File: config.mk
export PLATFORM = sky130hd
export DESIGN_NAME = isa_card_front
export DESIGN_NICKNAME = d
export VERILOG_FILES = /design/src/rtl/isa_card_front.sv
export SDC_FILE = /design/constraint.sdc
export NUM_CORES = 1
export LEC_CHECK = 0
export BUFFER_PORTS_ARGS = -buffer_cell sky130_fd_sc_hd__buf_2
export CORE_MARGIN = 3
export CORE_UTILIZATION = 39
export CTS_CLUSTER_SIZE = 10
export DETAILED_ROUTE_END_ITERATION = 8
export PLACE_DENSITY = 0.79
export SYNTH_ARGS = -nofsm -noshare
export SYNTH_HDL_FRONTEND = slang
export SYNTH_SLANG_ARGS = --single-unit
File: constraint.sdc
create_clock -name clk -period 2.8 [get_ports clk]
set_clock_uncertainty 0.15 [all_clocks]
set_input_delay 0.28 -clock clk [delete_from_list [all_inputs] [get_ports clk]]
set_output_delay 0.28 -clock clk [all_outputs]
set_load 0.02 [all_outputs]
File: src/rtl/isa_card_front.sv
module isa_card_front #(
  parameter int ADDR_W    = 10,
  parameter int WAIT_CLKS = 1,
  parameter bit HAS_CTR   = 1'b1,
  parameter int NLEV      = 6,
  parameter int LEV_BASE  = 2
) (
  input  logic              clk,
  input  logic              rst_n,
  input  logic [ADDR_W-1:0] addr,
  input  logic              ior_n,
  input  logic              iow_n,
  input  logic              aen,
  input  logic [ADDR_W-3:0] base_sw,
  input  logic              wait_en,
  input  logic              irq_src,
  input  logic              irq_en_n,
  input  logic [2:0]        irq_route,
  output logic              pio_sel,
  output logic              ctr_sel,
  output logic [1:0]        reg_off,
  output logic              chrdy,
  output logic [NLEV-1:0]   irq_line,
  output logic [NLEV-1:0]   irq_oe
);
  localparam int CW  = $clog2(WAIT_CLKS + 1);
  localparam int BLK = ADDR_W - 2;

  logic [ADDR_W:0]  diff;
  logic             below;
  logic [BLK-1:0]   blk;
  logic             strobe;
  logic             pio_hit;
  logic             ctr_hit;
  logic             any_sel;
  logic             sel_q;
  logic             start;
  logic [CW-1:0]    wcnt;

  assign diff    = {1'b0, addr} - {1'b0, base_sw, 2'b00};
  assign below   = diff[ADDR_W];
  assign blk     = diff[ADDR_W-1:2];
  assign strobe  = (~ior_n | ~iow_n) & ~aen;
  assign pio_hit = ~below && (blk == '0);

  generate
    if (HAS_CTR) begin : g_ctr
      assign ctr_hit = ~below && (blk == BLK'(1));
    end else begin : g_noctr
      assign ctr_hit = 1'b0;
    end
  endgenerate

  assign pio_sel = strobe & pio_hit;
  assign ctr_sel = strobe & ctr_hit;
  assign any_sel = pio_sel | ctr_sel;
  assign reg_off = any_sel ? diff[1:0] : 2'b00;

  assign start = any_sel & ~sel_q;
  assign chrdy = ~(wait_en & any_sel & (start | (wcnt != '0)));

  always_ff @(posedge clk or negedge rst_n) begin
    if (!rst_n) begin
      sel_q <= 1'b0;
      wcnt  <= '0;
    end else begin
      sel_q <= any_sel;
      if (!any_sel)
        wcnt <= '0;
      else if (start)
        wcnt <= CW'(WAIT_CLKS - 1);
      else if (wcnt != '0)
        wcnt <= wcnt - 1'b1;
    end
  end

  genvar i;
  generate
    for (i = 0; i < NLEV; i++) begin : g_lev
      assign irq_line[i] = irq_src;
      assign irq_oe[i]   = ~irq_en_n && (irq_route == 3'(i + LEV_BASE));
    end
  endgenerate

  assert_sel_excl_R2: assert property (@(posedge clk) disable iff (!rst_n)
    $onehot0({pio_sel, ctr_sel}));

  assert_rdy_only_card_R7: assert property (@(posedge clk) disable iff (!rst_n)
    !chrdy |-> (any_sel && wait_en));

  assert_rdy_off_R5: assert property (@(posedge clk) disable iff (!rst_n)
    !wait_en |-> chrdy);

  assert_first_stretch_R6: assert property (@(posedge clk) disable iff (!rst_n)
    ($rose(any_sel) && wait_en) |-> !chrdy);

  assert_irq_gate_R8: assert property (@(posedge clk) disable iff (!rst_n)
    irq_en_n |-> (irq_oe == '0));

  assert_irq_onehot_R9: assert property (@(posedge clk) disable iff (!rst_n)
    $onehot0(irq_oe));
endmodule

After elaboration in Yosys (flattened, before gate mapping)
Index checks and enable logic that the tools add are counted. W data, S select, Z words.

Register bits after elaboration: 2. Logic and storage cells: 40.

$add $sub $neg: 2. Eq/ne operators: 7. Mux-type cells: 4. Bitwise logic cells: 16. Reduce and logical (&&, ||, !) cells: 9.

Operator list (number): $eq A3 B3 Y1 const B (4); $sub A10 B10 Y11 (1); $eq A8 B1 Y1 const B (1); $logic_and A1 B1 Y1 (8); $logic_not A8 Y1 (1); $not A1 Y1 (7); $and A1 B1 Y1 (6); $eq A3 B2 Y1 const B (2); $mux W1 (3); $or A1 B1 Y1 (3); $mux W2 (1); $sub A1 B1 Y1 const B (1).

Depth between registers and ports, before layout
Gate-level depths: netlist of run 1.

Word-level depth: 9. Gate-level depth with buffers: 8. Depth with buffers taken out: 8.

Least setup slack after synthesis of run 1
OpenSTA, ideal clock, no wires.

Kind: input to output. Start point: input addr[2]. End point: output chrdy. Data arrival time: 2.224 ns. Setup slack: 0.146 ns. Cell stages on the path: 8. Path buffers: 0. Cells stage by stage: inv_1 -> ha_1 -> fa_1 -> nor2b_1 -> and4b_2 -> nor3_1 -> a211o_1 -> or4b_1.

Word-level cells in the longest chain between the ends: 9.

RTL lines: start: declaration (line 10) `input logic [ADDR_W-1:0] addr,`; $sub A10 B10 Y11 * (line 40) `assign diff = {1'b0, addr} - {1'b0, base_sw, 2'b00};`; $eq A8 B1 Y1 (tied with other cells) (line 48) `assign ctr_hit = ~below && (blk == BLK'(1));`; $logic_and A1 B1 Y1 (on tied branches) (line 48, 44); $and A1 B1 Y1 (on tied branches) (line 55, 54); $or A1 B1 Y1 * (line 56) `assign any_sel = pio_sel | ctr_sel;`; $and A1 B1 Y1 (line 59) `assign start = any_sel & ~sel_q;`; $or A1 B1 Y1 (line 60) `assign chrdy = ~(wait_en & any_sel & (start | (wcnt != '0)));`; $and A1 B1 Y1 * (line 60); $not A1 Y1 * (line 60); end: declaration (line 22) `output logic chrdy,`.

Mark *: on every way between the ends. The rest lies on a longest branch, timed or not.

Worst setup path after layout of run 1
Same ends and word-level chain as after synthesis.

==> metrics.log, run 1 <==
[metrics] result of the run: complete, no violations
[metrics] Cell Area, Synth: 591 um^2
[metrics] buffers added on ports: 38
[metrics] GRT Overall Usage: 0.151
[metrics] fraction of layout cells with a size suffix above 1: 0.442
[metrics] registers with the most flip-flops: sel_q: 1 flops
[metrics] share of flip-flops with an asynchronous set or reset: 1.00
[metrics] power density of the placed cells: between 150 and 200 mW/mm^2
[metrics] CP Capture Type: output pin
[metrics] fraction of the core area covered by cells at the end of the flow: 0.617
[metrics] time the worst path needs with I/O delays and setup: about 2.7 ns
[metrics] Max rail drop VDD: 135 uV
[metrics] Post-Route Hold Slack: 0.410 ns
[metrics] total number of placement rows: 13
[metrics] Main synth FF type: sky130_fd_sc_hd__dfrtp_1
[metrics] number of primary I/O pins: 46
[metrics] met2 wire len: 808 um
[metrics] nature of the critical path startpoint: primary input
[metrics] die area: 0.00202 mm^2
[metrics] signal arrival time at the worst endpoint: 2.31 ns
[metrics] routed len/inst: 11.8 um
[metrics] maximum number of pins on one net before global-route repair: 8
[metrics] Multi-input gate area: 499 um^2
[metrics] worst endpoint required time: approximately 2.4 ns
[metrics] switch share: 0.465
[metrics] global-route wire length before repair: around 2400 um
[metrics] total number of nets in the final design: between 150 and 200
[metrics] gate count of the mapped netlist: 84
[metrics] Crit Path Class: in2out
[metrics] number of cells traversed by the worst hold path: 0
[metrics] final hold viol count: 0
[metrics] GRT Residual Overflow: 0
[metrics] relative contribution of sequential cells to total power: 0.098
[metrics] residual DRC count: 0
[metrics] warning count from the yosys run: 0
[metrics] switching power of the nets: 69.8 uW
[metrics] count of filler cells inserted in the layout: 136
[metrics] Clk pwr share: 0
[metrics] top-area cell type share of the netlist area: 0.169
[metrics] worst-margin pin slew: 0.294 ns
[metrics] diode insertion count for antenna repair: 0
[metrics] initial core utilization: 0.432
[metrics] flip-flop count of the largest register, all copies and words added: 1
[metrics] post-route fraction of the period consumed by the critical path: 0.980
[metrics] combinational power share: 0.902
[metrics] number of distinct library cells after synthesis: 32
[metrics] standard cell core area: 0.00137 mm^2
[metrics] Max Clk Rate: 0.364 GHz
[metrics] Internal Power: 80.4 uW
[metrics] Hold/Removal Path Class: in2out
[metrics] placement-stage worst setup slack: -0.0355 ns
[metrics] die extent in x: 44.9 um
[metrics] register with the most flip-flops: sel_q
[metrics] number of design-rule violations left by the first detailed-router iteration: 18
[metrics] Worst Path Max Fanout: 3
[metrics] Mapped Nets: 122
[metrics] static leakage power: approximately 0.46 nW
[metrics] final wirelength: approximately 1600 um
[metrics] relative slew slack: 0.802
[metrics] top area cells in the synthesized netlist: sky130_fd_sc_hd__ha_1 (17%), sky130_fd_sc_hd__inv_1 (9.5%), sky130_fd_sc_hd__nor3_1 (7.6%), sky130_fd_sc_hd__buf_4 (7.6%), sky130_fd_sc_hd__a211o_1 (4.4%)
[metrics] vertical die dimension: 44.9 um
[metrics] post-synthesis register bit count: 1
[metrics] setup repair after global routing missed its margin: true
[metrics] endpoints failing setup: 0
[metrics] Met1 Wirelength: 645 um
[metrics] signed area change from the synthesized netlist to the final layout: 42.8%
[metrics] vias in the first global route: approximately 600
[metrics] Storage cell area: 25.0 um^2
[metrics] final standard cell area without fillers: 843 um^2
[metrics] post-detailed-placement half-perimeter wirelength: 1310 um
[metrics] number of enable flip-flop cells after synthesis: 0
[metrics] max-slew violation total from the final report: 0
[metrics] total length of routed met3 wires: 144 um
[metrics] Synth Area per Inst: 7.03 um^2
[metrics] initial antenna violation count: 0
[metrics] via count: approximately 700
[metrics] Max-cap violations: 0
[metrics] area leader, netlist: sky130_fd_sc_hd__ha_1
[metrics] count of nets left with antenna violations after detail routing: 0
[metrics] Seq/Total Area, Yosys: 0.0424
[metrics] average vias per placed instance: 5.17
[metrics] Area after DPL: 777 um^2
[metrics] final weighted congestion of routability-driven global placement: 0.829
[metrics] highest routed layer: met3
[metrics] final worst slack: roughly 0.056 ns
[metrics] Post-Route Setup TNS: 0 ns
[metrics] number of search-and-repair iterations in the first detailed-routing pass: 4
==> logic make-up (layout without fill, tap and decap cells) <==
group / Yosys count / in the layout / synth area share
and+or+nand+nor: 30 / 30 / 0.282
AOI/OAI and AO/OA: 22 / 22 / 0.286
buffers and inverters: 21 / 57 / 0.172
adders and majority gates: 9 / 9 / 0.203
xor gates and xnor gates: 1 / 1 / 0.0148
DFF: 1 / 1 / 0.0424
==> power by group through the flow <==
| stage | combinational (mW) | sequential, mW | clock [mW] |
|---|---|---|---|
| finish | 0.135 | 0.0148 | 0 |
| global route | 0.150 | 0.0148 | 0 |
| CTS | 0.126 | 0.0148 | 0 |
| detailed placement | 0.123 | 0.0148 | 0 |
| global placement | 0.119 | 0.0148 | 0 |
| floorplan | 0.0922 | 0.0148 | 0 |
==> what timing repair did <==
action / 4_1_cts / 5_1_grt
endpoints found under the setup margin: 1 / 1
setup buffers: 0 / 0
pin swaps: 0 / 5
endpoints found under the hold margin: 1 / 0
gates resized for setup: 1 / 13
hold buffers: 1 / 0
==> Yosys cell counts (all sizes together) (3+ instances only) <==
cell type	instances
a21oi	3
nor2	7
a211o	3
ha	8
o21ai	3
buf	6
o211ai	3
nand2	3
nand2b	4
inv	15
nor3	9
==> final timing paths <==
check / start / endpoint / slack (ns)
worst max-delay path: addr[2] / chrdy / 0.06
worst min-delay path: irq_src / irq_line[1] / 0.41
max in group asynchronous: rst_n / sel_q / 1.97
min in group asynchronous: rst_n / sel_q / 0.44
==> routing by layer <==
layer / GRT usage / vias up
li1: - / 367
met1: 0.195 / 299
met2: 0.292 / 32
met3: 0.00797 / 0
met4: 0 / 0
met5: 0 / -
==> cell type report <==
cell class | count | share of cell area
multi-input cells | 62 | 0.592
inverters | 15 | 0.0697
repair buffers | 42 | 0.286
well taps | 15 | 0.0223
flip-flops and latches | 1 | 0.0297
==> metrics by stage <==
stage / power, mW / cells
after floorplan: 0.107 / 84
after global placement: 0.134 / 134
after detailed placement: 0.138 / 134
after CTS: 0.140 / 135
after global routing: 0.165 / 135
final: 0.150 / 135
==> worst max-delay path, stage by stage <==
cell and delay, ns:
sky130_fd_sc_hd__buf_6 0.07, sky130_fd_sc_hd__inv_4 0.03, sky130_fd_sc_hd__ha_4 0.15, sky130_fd_sc_hd__fa_2 0.38, sky130_fd_sc_hd__nor2b_2 0.13, sky130_fd_sc_hd__and4b_2 0.25
sky130_fd_sc_hd__nor3_2 0.05, sky130_fd_sc_hd__a211o_1 0.29, sky130_fd_sc_hd__or4b_4 0.54, sky130_fd_sc_hd__buf_6 0.15
==> cells in the final DEF, fill, tap and decap left out, drive strengths merged, types with 2 or more instances in the layout <==
| cell | n |
|---|---|
| nor3b | 2 |
| nand2 | 3 |
| nand2b | 4 |
| o21ai | 3 |
| nor2 | 7 |
| nor3 | 9 |
| inv | 15 |
| a211o | 3 |
| buf | 41 |
| a21oi | 3 |
| a21o | 2 |
| o211ai | 3 |
| ha | 8 |
| o41ai | 2 |
No activity file was read; power rests on OpenSTA's default activity.
==> inputs of run 2 (changes only) <==
--- a/config.mk
+++ b/config.mk
@@ -6,11 +6,13 @@
 export NUM_CORES = 1
 export LEC_CHECK = 0
 export BUFFER_PORTS_ARGS = -buffer_cell sky130_fd_sc_hd__buf_2
+export CELL_PAD_IN_SITES_DETAIL_PLACEMENT = 1
+export CELL_PAD_IN_SITES_GLOBAL_PLACEMENT = 1
 export CORE_MARGIN = 3
-export CORE_UTILIZATION = 39
+export CORE_UTILIZATION = 25
 export CTS_CLUSTER_SIZE = 10
 export DETAILED_ROUTE_END_ITERATION = 8
-export PLACE_DENSITY = 0.79
+export PLACE_DENSITY_LB_ADDON = 0.1
 export SYNTH_ARGS = -nofsm -noshare
 export SYNTH_HDL_FRONTEND = slang
 export SYNTH_SLANG_ARGS = --single-unit
==> metrics.log, run 2 (synthesis gave the netlist of run 1 again) <==
[metrics] result of the run: complete, no violations (unchanged)
[metrics] number of setup buffers added after CTS: 0 (unchanged)
[metrics] Post-Route Hold Slack: 0.410 ns (about the same)
[metrics] register with the most flip-flops: sel_q (unchanged)
[metrics] time the worst path needs with I/O delays and setup: 2.73 ns (was 2.74 ns)
[metrics] total number of placement rows: 16 (was 13)
[metrics] vias in the first global route: 738 (was 597)
[metrics] Hold Path Origin: irq_src (unchanged)
[metrics] Max stage delay on crit path: 0.54 ns (about the same)
[metrics] initial core utilization: 0.281 (was 0.432)
[metrics] endpoints failing setup: 0 (unchanged)
[metrics] number of design-rule violations left by the first detailed-router iteration: 2 (was 18)
[metrics] count of filler cells inserted in the layout: 289 (was 136)
[metrics] standard cell core area: 0.00210 mm^2 (was 0.00137 mm^2)
[metrics] Setup crit end: chrdy (unchanged)
[metrics] CP Capture Type: output pin (unchanged)
[metrics] count of nets left with antenna violations after detail routing: 0 (unchanged)
[metrics] signal arrival time at the worst endpoint: 2.30 ns (was 2.31 ns)
[metrics] static leakage power: 0.458 nW (was 0.460 nW)
[metrics] Crit Path Class: in2out (unchanged)
[metrics] GRT Overall Usage: 0.123 (was 0.151)
[metrics] die area: 0.00298 mm^2 (was 0.00202 mm^2)
[metrics] vertical die dimension: 54.6 um (was 44.9 um)
[metrics] nature of the critical path startpoint: primary input (unchanged)
[metrics] final weighted congestion of routability-driven global placement: 0.678 (was 0.829)
[metrics] initial antenna violation count: 0 (unchanged)
[metrics] met2 layer usage reported by global route: 0.250 (was 0.292)
[metrics] fraction of layout cells with a size suffix above 1: 0.433 (was 0.442)
[metrics] global routing met3 resource utilization: 0.0163 (was 0.00797)
[metrics] commonest non-fill, non-tap cell in the layout: sky130_fd_sc_hd__buf_2 (unchanged)
[metrics] global-route wire length before repair: 2860 um (was 2450 um)
[metrics] number of search-and-repair iterations in the first detailed-routing pass: 3 (was 4)
[metrics] Most Crowded Layer GR: met2 (unchanged)
[metrics] Hold/Removal Path Class: in2out (unchanged)
[metrics] Overall Power: 149 uW (was 150 uW)
[metrics] buffers added on ports: 38 (unchanged)
[metrics] final wirelength: 1730 um (was 1600 um)
[metrics] registers with the most flip-flops: sel_q: 1 flops (unchanged)
[metrics] worst endpoint required time: 2.37 ns (about the same)
[metrics] GRT Residual Overflow: 0 (unchanged)
[metrics] Area after DPL: 792 um^2 (was 777 um^2)
[metrics] Max-cap violations: 0 (unchanged)
[metrics] max-slew violation total from the final report: 0 (unchanged)
[metrics] Top cell by count, worst path: sky130_fd_sc_hd__buf_6 (unchanged)
[metrics] launching element of the worst setup path: addr[2] (unchanged)
[metrics] average vias per placed instance: 4.99 (was 5.17)
[metrics] routed len/inst: 11.8 um (about the same)
[metrics] number of primary I/O pins: 46 (unchanged)
[metrics] power density of the placed cells: 176 mW/mm^2 (was 178 mW/mm^2)
[metrics] grt met1 use: 0.135 (was 0.195)
[metrics] Max Clk Rate: 0.366 GHz (was 0.364 GHz)
[metrics] die extent in x: 54.6 um (was 44.9 um)
[metrics] Placed Instances: 146 (was 134)
[metrics] via count: 733 (was 698)
[metrics] final standard cell area without fillers: 850 um^2 (was 843 um^2)
[metrics] post-layout instance count excluding filler cells: 147 (was 135)
[metrics] post-route fraction of the period consumed by the critical path: 0.976 (was 0.980)
[metrics] Worst Path Max Fanout: 2 (was 3)
[metrics] residual DRC count: 0 (unchanged)
[metrics] critical-path cell with the highest stage delay: sky130_fd_sc_hd__fa_2 (was sky130_fd_sc_hd__or4b_4)
[metrics] diode insertion count for antenna repair: 0 (unchanged)
[metrics] flip-flop count of the largest register, all copies and words added: 1 (unchanged)
[metrics] setup repair after global routing missed its margin: true (unchanged)
[metrics] commonest cells after routing, fill and taps aside: sky130_fd_sc_hd__buf_2 (35), sky130_fd_sc_hd__inv_1 (13), sky130_fd_sc_hd__nor3_1 (9), sky130_fd_sc_hd__ha_1 (7), sky130_fd_sc_hd__nor2_1 (6) (was sky130_fd_sc_hd__buf_2 (35), sky130_fd_sc_hd__inv_1 (14), sky130_fd_sc_hd__nor3_1 (8), sky130_fd_sc_hd__ha_1 (7), sky130_fd_sc_hd__nor2_1 (6))
[metrics] total number of nets in the final design: 160 (unchanged)
[metrics] Max rail drop VDD: 112 uV (was 135 uV)
[metrics] worst-margin pin slew: 0.315 ns (was 0.294 ns)
[metrics] signed area change from the synthesized netlist to the final layout: 43.9% (was 42.8%)
[metrics] fraction of the core area covered by cells at the end of the flow: 0.404 (was 0.617)
[metrics] post-detailed-placement half-perimeter wirelength: 1600 um (was 1310 um)
[metrics] maximum number of pins on one net before global-route repair: 8 (unchanged)
[metrics] cells traversed along the worst timing path: buf_6 -> inv_4 -> ha_4 -> fa_2 -> inv_2 -> a211oi_2 -> o211ai_1 -> a211o_1 -> or4b_4 -> buf_6 (was buf_6 -> inv_4 -> ha_4 -> fa_2 -> nor2b_2 -> and4b_2 -> nor3_2 -> a211o_1 -> or4b_4 -> buf_6)
[metrics] relative slew slack: 0.787 (was 0.802)
[metrics] final hold viol count: 0 (unchanged)
==> run 2: cell counts in the layout (fill, tap and decap cells not counted) <==
Identical to the previous run, type by type.
==> run 2: worst min-delay path by stage <==
| stage | end | cells after the start |
|---|---|---|
| finish | irq_line[1] | 0 |
| global route | irq_line[1] | 0 |
| CTS | irq_line[1] | 0 |
| detailed placement | sel_q | 1 |
| global placement | sel_q | 1 |
| floorplan | sel_q | 0 |
==> run 2: power by group <==
part | internal, mW | switching (mW) | leakage (nW)
Sequential | 0.0147 | 0.00000829 | 0.0140
Clock | 0 | 0 | 0
Combinational | 0.0655 | 0.0691 | 0.444
==> run 2: per-stage QoR <==
stage	TNS (ns)	worst slack, ns
after floorplan	0	0.146
after global placement	0	0.0160
after detailed placement	-0.0677	-0.0677
after CTS	0	0.00711
after global routing	-0.00288	-0.00288
final	0	0.0680
==> run 2: cell type report <==
class	instances	area [um^2]	share of cell area
inverters	15	58.8	0.0692
multi-input cells	62	490	0.577
flip-flops and latches	1	25.0	0.0295
well taps	27	33.8	0.0398
repair buffers	42	241	0.284
==> run 2: per-layer routing <==
layer  up-vias  part of all wire
met4         0                 0
li1        368                 -
met5         -                 0
met3         0             0.097
met1       336              0.41
met2        29              0.50
==> run 2: timing repair <==
item | in CTS | in global routing
gates cloned | 0 | 0
hold buffers | 1 | 0
pin swaps | 1 | 3
setup endpoints to repair | 1 | 2
resized for setup | 6 | 7
endpoints found under the hold margin | 1 | 0
==> run 2: worst max-delay path: cells and delay by family <==
kind,cells,cell delay (ns)
adder cells (fa/ha/maj),2,0.69
AO/OA/AOI/OAI,3,0.54
AND/OR/NAND/NOR,1,0.52
buffers and inverters,4,0.28
